[config.mk]
export PLATFORM = sky130hd
export DESIGN_NAME = occ_bus_tracker
export DESIGN_NICKNAME = d
export VERILOG_FILES = /design/src/rtl/occ_pkg.sv /design/src/rtl/occ_len_calc.sv /design/src/rtl/occ_align.sv /design/src/rtl/occ_free_sched.sv /design/src/rtl/occ_bus_tracker.sv
export SDC_FILE = /design/constraint.sdc
export NUM_CORES = 1
export LEC_CHECK = 0
export BUFFER_PORTS_ARGS = -buffer_cell sky130_fd_sc_hd__buf_2
export CAP_MARGIN = 10
export CORE_ASPECT_RATIO = 0.75
export CORE_UTILIZATION = 30
export DETAILED_ROUTE_END_ITERATION = 16
export MAX_ROUTING_LAYER = met4
export SETUP_SLACK_MARGIN = 0.05
export SLEW_MARGIN = 10
export SYNTH_ARGS = -nofsm -noshare
export SYNTH_HDL_FRONTEND = slang
export SYNTH_SLANG_ARGS = --single-unit
[constraint.sdc]
create_clock -name clk -period 8.9 [get_ports clk]
set_clock_uncertainty 0.15 [all_clocks]
set_input_delay 1.335 -clock clk [delete_from_list [all_inputs] [get_ports clk]]
set_output_delay 1.335 -clock clk [all_outputs]
set_load 0.02 [all_outputs]
[src/rtl/occ_pkg.sv]
package occ_pkg;

   // Packet classes that set the occupancy length.
   typedef enum logic [1:0] {
      PK_NONE = 2'd0,   // no flag: alignment only
      PK_ADDR = 2'd1,   // request: one address cycle
      PK_DATA = 2'd2,   // payload: one cycle per beat
      PK_ACK  = 2'd3    // dataless response: one cycle
   } pk_class_e;

   // The request flag wins over the data flag; the data flag wins over the response flag.
   function automatic pk_class_e pk_classify(input logic req, input logic resp,
                                             input logic dat);
      pk_class_e c;
      if (req)       c = PK_ADDR;
      else if (dat)  c = PK_DATA;
      else if (resp) c = PK_ACK;
      else           c = PK_NONE;
      return c;
   endfunction

endpackage

[src/rtl/occ_len_calc.sv]
module occ_len_calc
   import occ_pkg::*;
#(
   parameter int SIZE_W     = 16,
   parameter int BEAT_BYTES = 64
) (
   input  logic              is_req_i,
   input  logic              is_resp_i,
   input  logic              has_data_i,
   input  logic [SIZE_W-1:0] size_i,
   output logic [SIZE_W-1:0] cycles_o
);
   localparam int SH = (BEAT_BYTES > 1) ? $clog2(BEAT_BYTES) : 0;

   logic [SIZE_W-1:0] beats;
   pk_class_e         cls;

   generate
      if (BEAT_BYTES < 1 || (BEAT_BYTES & (BEAT_BYTES - 1)) != 0) begin : g_bad_width
         $error("BEAT_BYTES must be a non-zero power of two");
      end
      if (SH >= SIZE_W) begin : g_bad_size
         $error("SIZE_W must be wider than log2(BEAT_BYTES)");
      end
      if (SH == 0) begin : g_byte_bus
         assign beats = size_i;
      end else begin : g_wide_bus
         logic [SIZE_W-1:0] whole;
         logic              part;
         assign whole = size_i >> SH;
         assign part  = |size_i[SH-1:0];
         assign beats = whole + {{(SIZE_W-1){1'b0}}, part};
      end
   endgenerate

   assign cls = pk_classify(is_req_i, is_resp_i, has_data_i);

   always_comb begin
      unique case (cls)
         PK_ADDR: cycles_o = SIZE_W'(1);
         PK_ACK:  cycles_o = SIZE_W'(1);
         PK_DATA: cycles_o = (beats == '0) ? SIZE_W'(1) : beats;
         default: cycles_o = '0;
      endcase
   end

endmodule

[src/rtl/occ_align.sv]
module occ_align #(
   parameter int TIME_W    = 32,
   parameter int CLK_TICKS = 1000
) (
   input  logic              clk,
   input  logic              rst_n,
   input  logic [TIME_W-1:0] now_i,
   input  logic [TIME_W-1:0] idle_i,
   output logic [TIME_W-1:0] base_o
);
   localparam logic [TIME_W-1:0] PER = TIME_W'(CLK_TICKS);

   generate
      if (CLK_TICKS < 1) begin : g_bad_period
         $error("CLK_TICKS must be non-zero");
      end
   endgenerate

   // Smallest period multiple not below now_i, followed one step per clock.
   logic [TIME_W-1:0] bnd_q;
   logic [TIME_W-1:0] ceil_now;

   assign ceil_now = (now_i > bnd_q) ? bnd_q + PER : bnd_q;

   always_ff @(posedge clk) begin
      if (!rst_n) bnd_q <= '0;
      else        bnd_q <= ceil_now;
   end

   assign base_o = (idle_i >= now_i) ? idle_i : ceil_now;

   assert_base_not_past_R6: assert property (@(posedge clk) disable iff (!rst_n)
      base_o >= now_i)
      else $error("aligned base below current time");

endmodule

[src/rtl/occ_free_sched.sv]
module occ_free_sched (
   input  logic clk,
   input  logic rst_n,
   input  logic grant_i,
   input  logic busy_i,
   output logic free_o
);
   logic pend_q;

   assign free_o = pend_q & ~busy_i & ~grant_i;

   always_ff @(posedge clk) begin
      if (!rst_n)       pend_q <= 1'b0;
      else if (grant_i) pend_q <= 1'b1;
      else if (free_o)  pend_q <= 1'b0;
   end

   assert_pulse_single_R9: assert property (@(posedge clk) disable iff (!rst_n)
      free_o |=> !free_o)
      else $error("bus-free pulse longer than one cycle");

endmodule

[src/rtl/occ_bus_tracker.sv]
module occ_bus_tracker #(
   parameter int TIME_W     = 32,
   parameter int SIZE_W     = 16,
   parameter int BEAT_BYTES = 64,
   parameter int CLK_TICKS  = 1000
) (
   input  logic              clk,
   input  logic              rst_n,
   input  logic              grant_i,
   input  logic              is_req_i,
   input  logic              is_resp_i,
   input  logic              has_data_i,
   input  logic [SIZE_W-1:0] size_i,
   input  logic [TIME_W-1:0] now_i,
   output logic              busy_o,
   output logic [TIME_W-1:0] next_idle_o,
   output logic              free_o
);
   localparam logic [TIME_W-1:0] PER = TIME_W'(CLK_TICKS);

   logic [SIZE_W-1:0] cycles;
   logic [TIME_W-1:0] span;
   logic [TIME_W-1:0] base;
   logic [TIME_W-1:0] idle_q;

   occ_len_calc #(.SIZE_W(SIZE_W), .BEAT_BYTES(BEAT_BYTES)) u_len (
      .is_req_i  (is_req_i),
      .is_resp_i (is_resp_i),
      .has_data_i(has_data_i),
      .size_i    (size_i),
      .cycles_o  (cycles)
   );

   occ_align #(.TIME_W(TIME_W), .CLK_TICKS(CLK_TICKS)) u_align (
      .clk   (clk),
      .rst_n (rst_n),
      .now_i (now_i),
      .idle_i(idle_q),
      .base_o(base)
   );

   assign span = TIME_W'(cycles) * PER;

   always_ff @(posedge clk) begin
      if (!rst_n)       idle_q <= '0;
      else if (grant_i) idle_q <= base + span;
   end

   assign busy_o      = now_i < idle_q;
   assign next_idle_o = idle_q;

   occ_free_sched u_free (
      .clk    (clk),
      .rst_n  (rst_n),
      .grant_i(grant_i),
      .busy_i (busy_o),
      .free_o (free_o)
   );

   assert_idle_monotonic_R7: assert property (@(posedge clk) disable iff (!rst_n)
      grant_i |=> idle_q >= $past(idle_q))
      else $error("idle time moved backwards");

   assert_idle_hold_R7: assert property (@(posedge clk) disable iff (!rst_n)
      !grant_i |=> $stable(idle_q))
      else $error("idle time changed without a grant");

   assert_idle_after_now_R6: assert property (@(posedge clk) disable iff (!rst_n)
      grant_i |=> idle_q >= $past(now_i))
      else $error("idle time set before grant time");

   assert_req_one_cycle_R2: assert property (@(posedge clk) disable iff (!rst_n)
      (grant_i && is_req_i) |-> cycles == SIZE_W'(1))
      else $error("request span not one cycle");

endmodule

-- After elaboration in Yosys (flattened, before gate mapping)
Index checks and enable logic that the tools add are counted.
- flip-flop bits (word level): 65
- input bits: 54
- output and inout port bits: 34
- word-level logic and storage cells: 30
- add/sub/neg operators: 3
- multiply operators: 1
- magnitude comparators: 3
- equality and inequality tests: 3
- muxes and demuxes: 9
- bitwise gates (word level): 4
- reduce and logical (&&, ||, !) cells: 4
- operator list (operator ; number):
    $mux 32 ; 2
    $add 32x10->32 const B ; 1
    $add 32x26->32 ; 1
    $ge 32x32->1 ; 1
    $gt 32x32->1 ; 1
    $lt 32x32->1 ; 1
    $pmux 16 s2 ; 1
    $mul 16x7->23 const B ; 1
    $logic_not 16->1 ; 1
    $mux 16 ; 1
    $add 10x1->11 ; 1
    $mux 2 ; 3
    $reduce_or 6->1 ; 1
    $eq 2x2->1 const B ; 2
    $and 1x1->1 ; 2
    $eq 2x1->1 const B ; 1
    $mux 1 ; 2
    $not 1->1 ; 2
    $reduce_bool 2->1 ; 1
    $reduce_or 2->1 ; 1

-- Depth between registers and ports, before layout
- depth in word-level cells: 8
- depth in mapped cells: 43
- gate-level depth less buffers: 43

-- By module
Synthesis repeated with hierarchy kept, for this count alone.
- cell total of the unflattened synthesis: 1227
- area total of the unflattened synthesis: 9806.9 um^2
- modules (own cells, without submodules) (module ; times used ; cells an instance ; area an instance (um^2) ; sequential area each (um^2)):
    occ_bus_tracker ; 1 ; 712 ; 6089.6 ; 640.6
    occ_align ; 1 ; 441 ; 3219.3 ; 580.6
    occ_len_calc ; 1 ; 70 ; 459.2 ; 0.0
    occ_free_sched ; 1 ; 4 ; 38.8 ; 20.0

-- Least setup slack after synthesis
OpenSTA, ideal clock, no wires.
- path type: input -> register
- start point: in size_i[3]
- end point: reg idle_q[31] (netlist: next_idle_o[31])
- library setup time: 117 ps
- data arrival time: 9448 ps
- data required time: 8633 ps
- slack: -816 ps
- stages: 41
- path buffers: 0
- path through: nor4_1 nand2_1 ha_1 ha_1 and3_1 and3_1 and2_1 nor2_1 nor2_1 a21oi_1 a31oi_1 nor2_1 nor2_1 and2_1 ha_1 ha_1 xor2_1 ha_1 [... 5 more ...] o21ai_0 a21boi_0 o21ai_0 a21boi_0 o21ai_0 a21boi_0 nor2_1 ha_1 a21o_1 a21o_1 a21oi_1 nand3b_1 o21ai_1 o21ai_1 a221oi_1 nor4_4 or3_1 a32o_1
- longest elaborated chain between the ends: 7
- ends and longest elaborated chain (what ; line ; RTL):
    start, declared ; occ_bus_tracker.sv:13 ; input logic [SIZE_W-1:0] size_i,
    $reduce_or 6->1 * ; occ_len_calc.sv:31 ; assign part = |size_i[SH-1:0];
    $add 10x1->11 * ; occ_len_calc.sv:32 ; assign beats = whole + {{(SIZE_W-1){1'b0}}, part};
    $logic_not 16->1 ; occ_len_calc.sv:42 ; PK_DATA: cycles_o = (beats == '0) ? SIZE_W'(1) : beats;
    $mux 16 * ; occ_len_calc.sv:42 ;
    $pmux 16 s2 * ; occ_len_calc.sv:39 ; unique case (cls)
    $mul 16x7->23 * ; occ_bus_tracker.sv:42 ; assign span = TIME_W'(cycles) * PER;
    $add 32x26->32 * ; occ_bus_tracker.sv:46 ; else if (grant_i) idle_q <= base + span;
    end signal, assigned ; occ_bus_tracker.sv:46 ;
    end, declared ; occ_bus_tracker.sv:24 ; logic [TIME_W-1:0] idle_q;
Mark *: on every way between the ends. The rest lies on a longest branch, timed or not.
A chain may end at the register's enable or synchronous reset.

-- Worst setup path in the final report
- start point: in size_i[4]
- end point: reg idle_q[31] (netlist: next_idle_o[31])
The elaborated chain is that of the path after synthesis.

==> impl_metrics.json <==
{
  "max-slew-margin-rel_pct": 35.3,
  "cts.htree.levels": 3,
  "postLayoutCellArea_um2": 9700,
  "syn2layout_area_growth_pct": 26.8,
  "synth.ff_latch_count": 59,
  "synth-edff-count": 0,
  "core_area_um2": 25000,
  "min_period_ns": 8.87,
  "cts_root_buffer": "clkbuf_16",
  "yosysWarnings": 0,
  "post-route-period-util_pct": 99.6,
  "ys.flop_type": "dfxtp_1",
  "dr.pass1.iters": 5,
  "synthCells": 956,
  "ys_seq_area_share_pct": 15.4,
  "cts_sinks": 59,
  "seq_area_um2": 1180,
  "rows": 50,
  "grt_max_degree": 62,
  "power_density_nw_per_um2": 180,
  "yosys.area.top_type": "ha_1",
  "slowest_stage": "fa_1",
  "grt.overflow.total": 0,
  "antenna_cells": 0,
  "first_iter_violations": 537,
  "synth_area_um2": 7650,
  "status": "completed",
  "cts_hold_buf": 0,
  "yosys.area.top_type_share_pct": 20.8,
  "path_class": "input port to register",
  "rsz0062_at_grt": "yes",
  "cp-start-kind": "input port",
  "clk-insertion-delay-late_ns": 0.34,
  "fmax_mhz": 113,
  "yosysMostFrequentCell": "ha_1",
  "die_y_um": 140,
  "cap_violations": 0,
  "clk_path_buf_depth": 2,
  "avgRoutedWirePerCell_um": 14.7,
  "antenna_found_initial": 0,
  "r2r_slack_ns": 3.15,
  "numCtsBuffers": 9,
  "synth_area_leaders": "ha_1 21%, dfxtp_1 15%, fa_1 8.6%",
  "synth.distinct_cells": 66,
  "io_buffers": 84,
  "avgSynthCellArea_um2": 8.00,
  "fill_cells": 2592,
  "vias_per_cell": 4.90,
  "multi_input_area_um2": 6240,
  "finalHoldViolCount": 0,
  "routed_wl_um": 21400,
  "dpl_cell_area_um2": 9010,
  "grt_use_total_pct": 17.3,
  "clkSlewWorstSetupHoldPaths_ns": 0.06,
  "tightest_slew_ns": 0.970,
  "critPathMaxStageDelay_ns": 0.52,
  "grt_pass1_wl_um": 35300,
  "min_path_type": "register to register",
  "pin_count": 88,
  "drcViolationCount": 0,
  "arrival_ns": 8.94,
  "synth_common_cells": "127 x ha_1, 123 x inv_1, 83 x a21oi_1",
  "end_kind": "register",
  "async_flop_share_pct": 0,
  "slew_viol_final": 0,
  "start_util_pct": 30.6,
  "finalNetCount": 1322,
  "worst-path-max-fanout": 7,
  "dp_hpwl_um": 17300,
  "drive_above_1_share_pct": 23.1,
  "p_leak_nw": 4.64,
  "die_area_um2": 26200,
  "die_w_um": 186,
  "routed-via-count": 7111,
  "hold_ws_ns": 0.363,
  "gp_congestion": 0.908,
  "ant_nets": 0,
  "crit_path_frequent_cell": "fa_1",
  "grt_pass1_vias": 6903,
  "setup-violations-final": 0,
  "peakVddDrop_mv": 0.127,
  "critPathRequiredTime_ns": 8.98,
  "cts_tree": "yes"
}
==> power breakdown <==
group	total, mW	switching [mW]	internal (mW)
combinational	1.02	0.548	0.468
sequential	0.337	0.0391	0.298
clock	0.392	0.132	0.260
==> sequential cells by signal, indices dropped and copies added, names as in the netlist <==
| signal | flops |
|---|---|
| next_idle_o | 29 |
| u_align.bnd_q | 29 |
| u_free.pend_q | 1 |
==> per-stage QoR <==
stage	TNS (ns)	power [mW]	setup slack, ns	cells	utilization [%]
after floorplan	0	1.03	0.0113	958	-
after global placement	-2.94	1.29	-0.406	1416	36.0
after detailed placement	-4.07	1.30	-0.571	1416	36.0
after CTS	0	1.73	0.0218	1445	38.1
after global routing	-3.06	1.90	-0.391	1451	38.8
final	0	1.75	0.0322	1451	38.8
==> kinds of logic after synthesis <==
logic type	synth area share, %
AND/OR/NAND/NOR	20.3
adder cells (fa/ha/maj)	29.4
flip-flops	15.4
buffers and inverters	7.82
multiplexers	2.50
XOR/XNOR	7.78
AO/OA/AOI/OAI	16.8
other	0.0490
==> critical path: cells and delay by family <==
family | cells | cell delay, ns
fa+ha+maj | 8 | 2.93
xor+xnor | 1 | 0.08
compound gates | 15 | 2.25
buf+inv | 5 | 0.51
simple gates | 13 | 1.81
==> path summary, 6_finish.rpt <==
path | startpoint | endpoint | depth (start not counted)
setup / recovery | size_i[4] | next_idle_o[31] | 42
hold / removal | u_free.pend_q | u_free.pend_q | 2
setup reg to reg | u_align.bnd_q[17] | next_idle_o[26] | 22
hold reg to reg | u_free.pend_q | u_free.pend_q | 2
==> metal layers <==
layer | share of wire [%] | vias to the layer above | global-route usage, % | wire, µm
met4 | 1.1 | 0 | 3.13 | 239
met3 | 4.7 | 18 | 2.58 | 1010
li1 | - | 3600 | - | -
met1 | 53 | 3333 | 25.3 | 11300
met2 | 41 | 160 | 24.9 | 8810
met5 | 0 | - | - | 0
==> repair_timing <==
| action | CTS | global route |
|---|---|---|
| endpoints found under the setup margin | 10 | 13 |
| resized for setup | 22 | 24 |
| setup buffers | 13 | 7 |
| pin swaps | 40 | 38 |
==> cell type report <==
| cell class | count | share of cell area [%] |
|---|---|---|
| repair buffers | 166 | 10.9 |
| multi-input cells | 745 | 64.3 |
| inverters | 127 | 4.91 |
| clock buffers | 12 | 2.64 |
| flip-flops and latches | 59 | 12.2 |
| clock inverters | 4 | 0.748 |
| well taps | 338 | 4.36 |
==> cell usage in the layout (no fill, tap or decap), types with 6 or more instances in the layout <==
cell / netlist / layout
a21o_1: 18 / 18
a21oi_1: 83 / 74
a21oi_2: 2 / 9
a31oi_1: 6 / 6
and2_1: 14 / 11
buf_2: 1 / 82
buf_4: 3 / 80
clkbuf_16: 0 / 9
dfxtp_1: 59 / 59
fa_1: 33 / 32
ha_1: 127 / 117
ha_4: 0 / 9
inv_1: 123 / 117
inv_2: 3 / 9
mux2i_1: 18 / 18
nand2_1: 38 / 37
nand2b_1: 8 / 7
nand3_1: 26 / 26
nand4_1: 19 / 19
nor2_1: 69 / 66
nor2b_1: 49 / 49
nor3_1: 21 / 20
o21a_1: 6 / 6
o21ai_0: 25 / 20
o21ai_1: 6 / 6
o21bai_1: 8 / 7
or2_2: 8 / 8
or3_1: 8 / 7
xnor2_1: 60 / 60
xor2_1: 8 / 8
(Power assumes the default switching activity.)
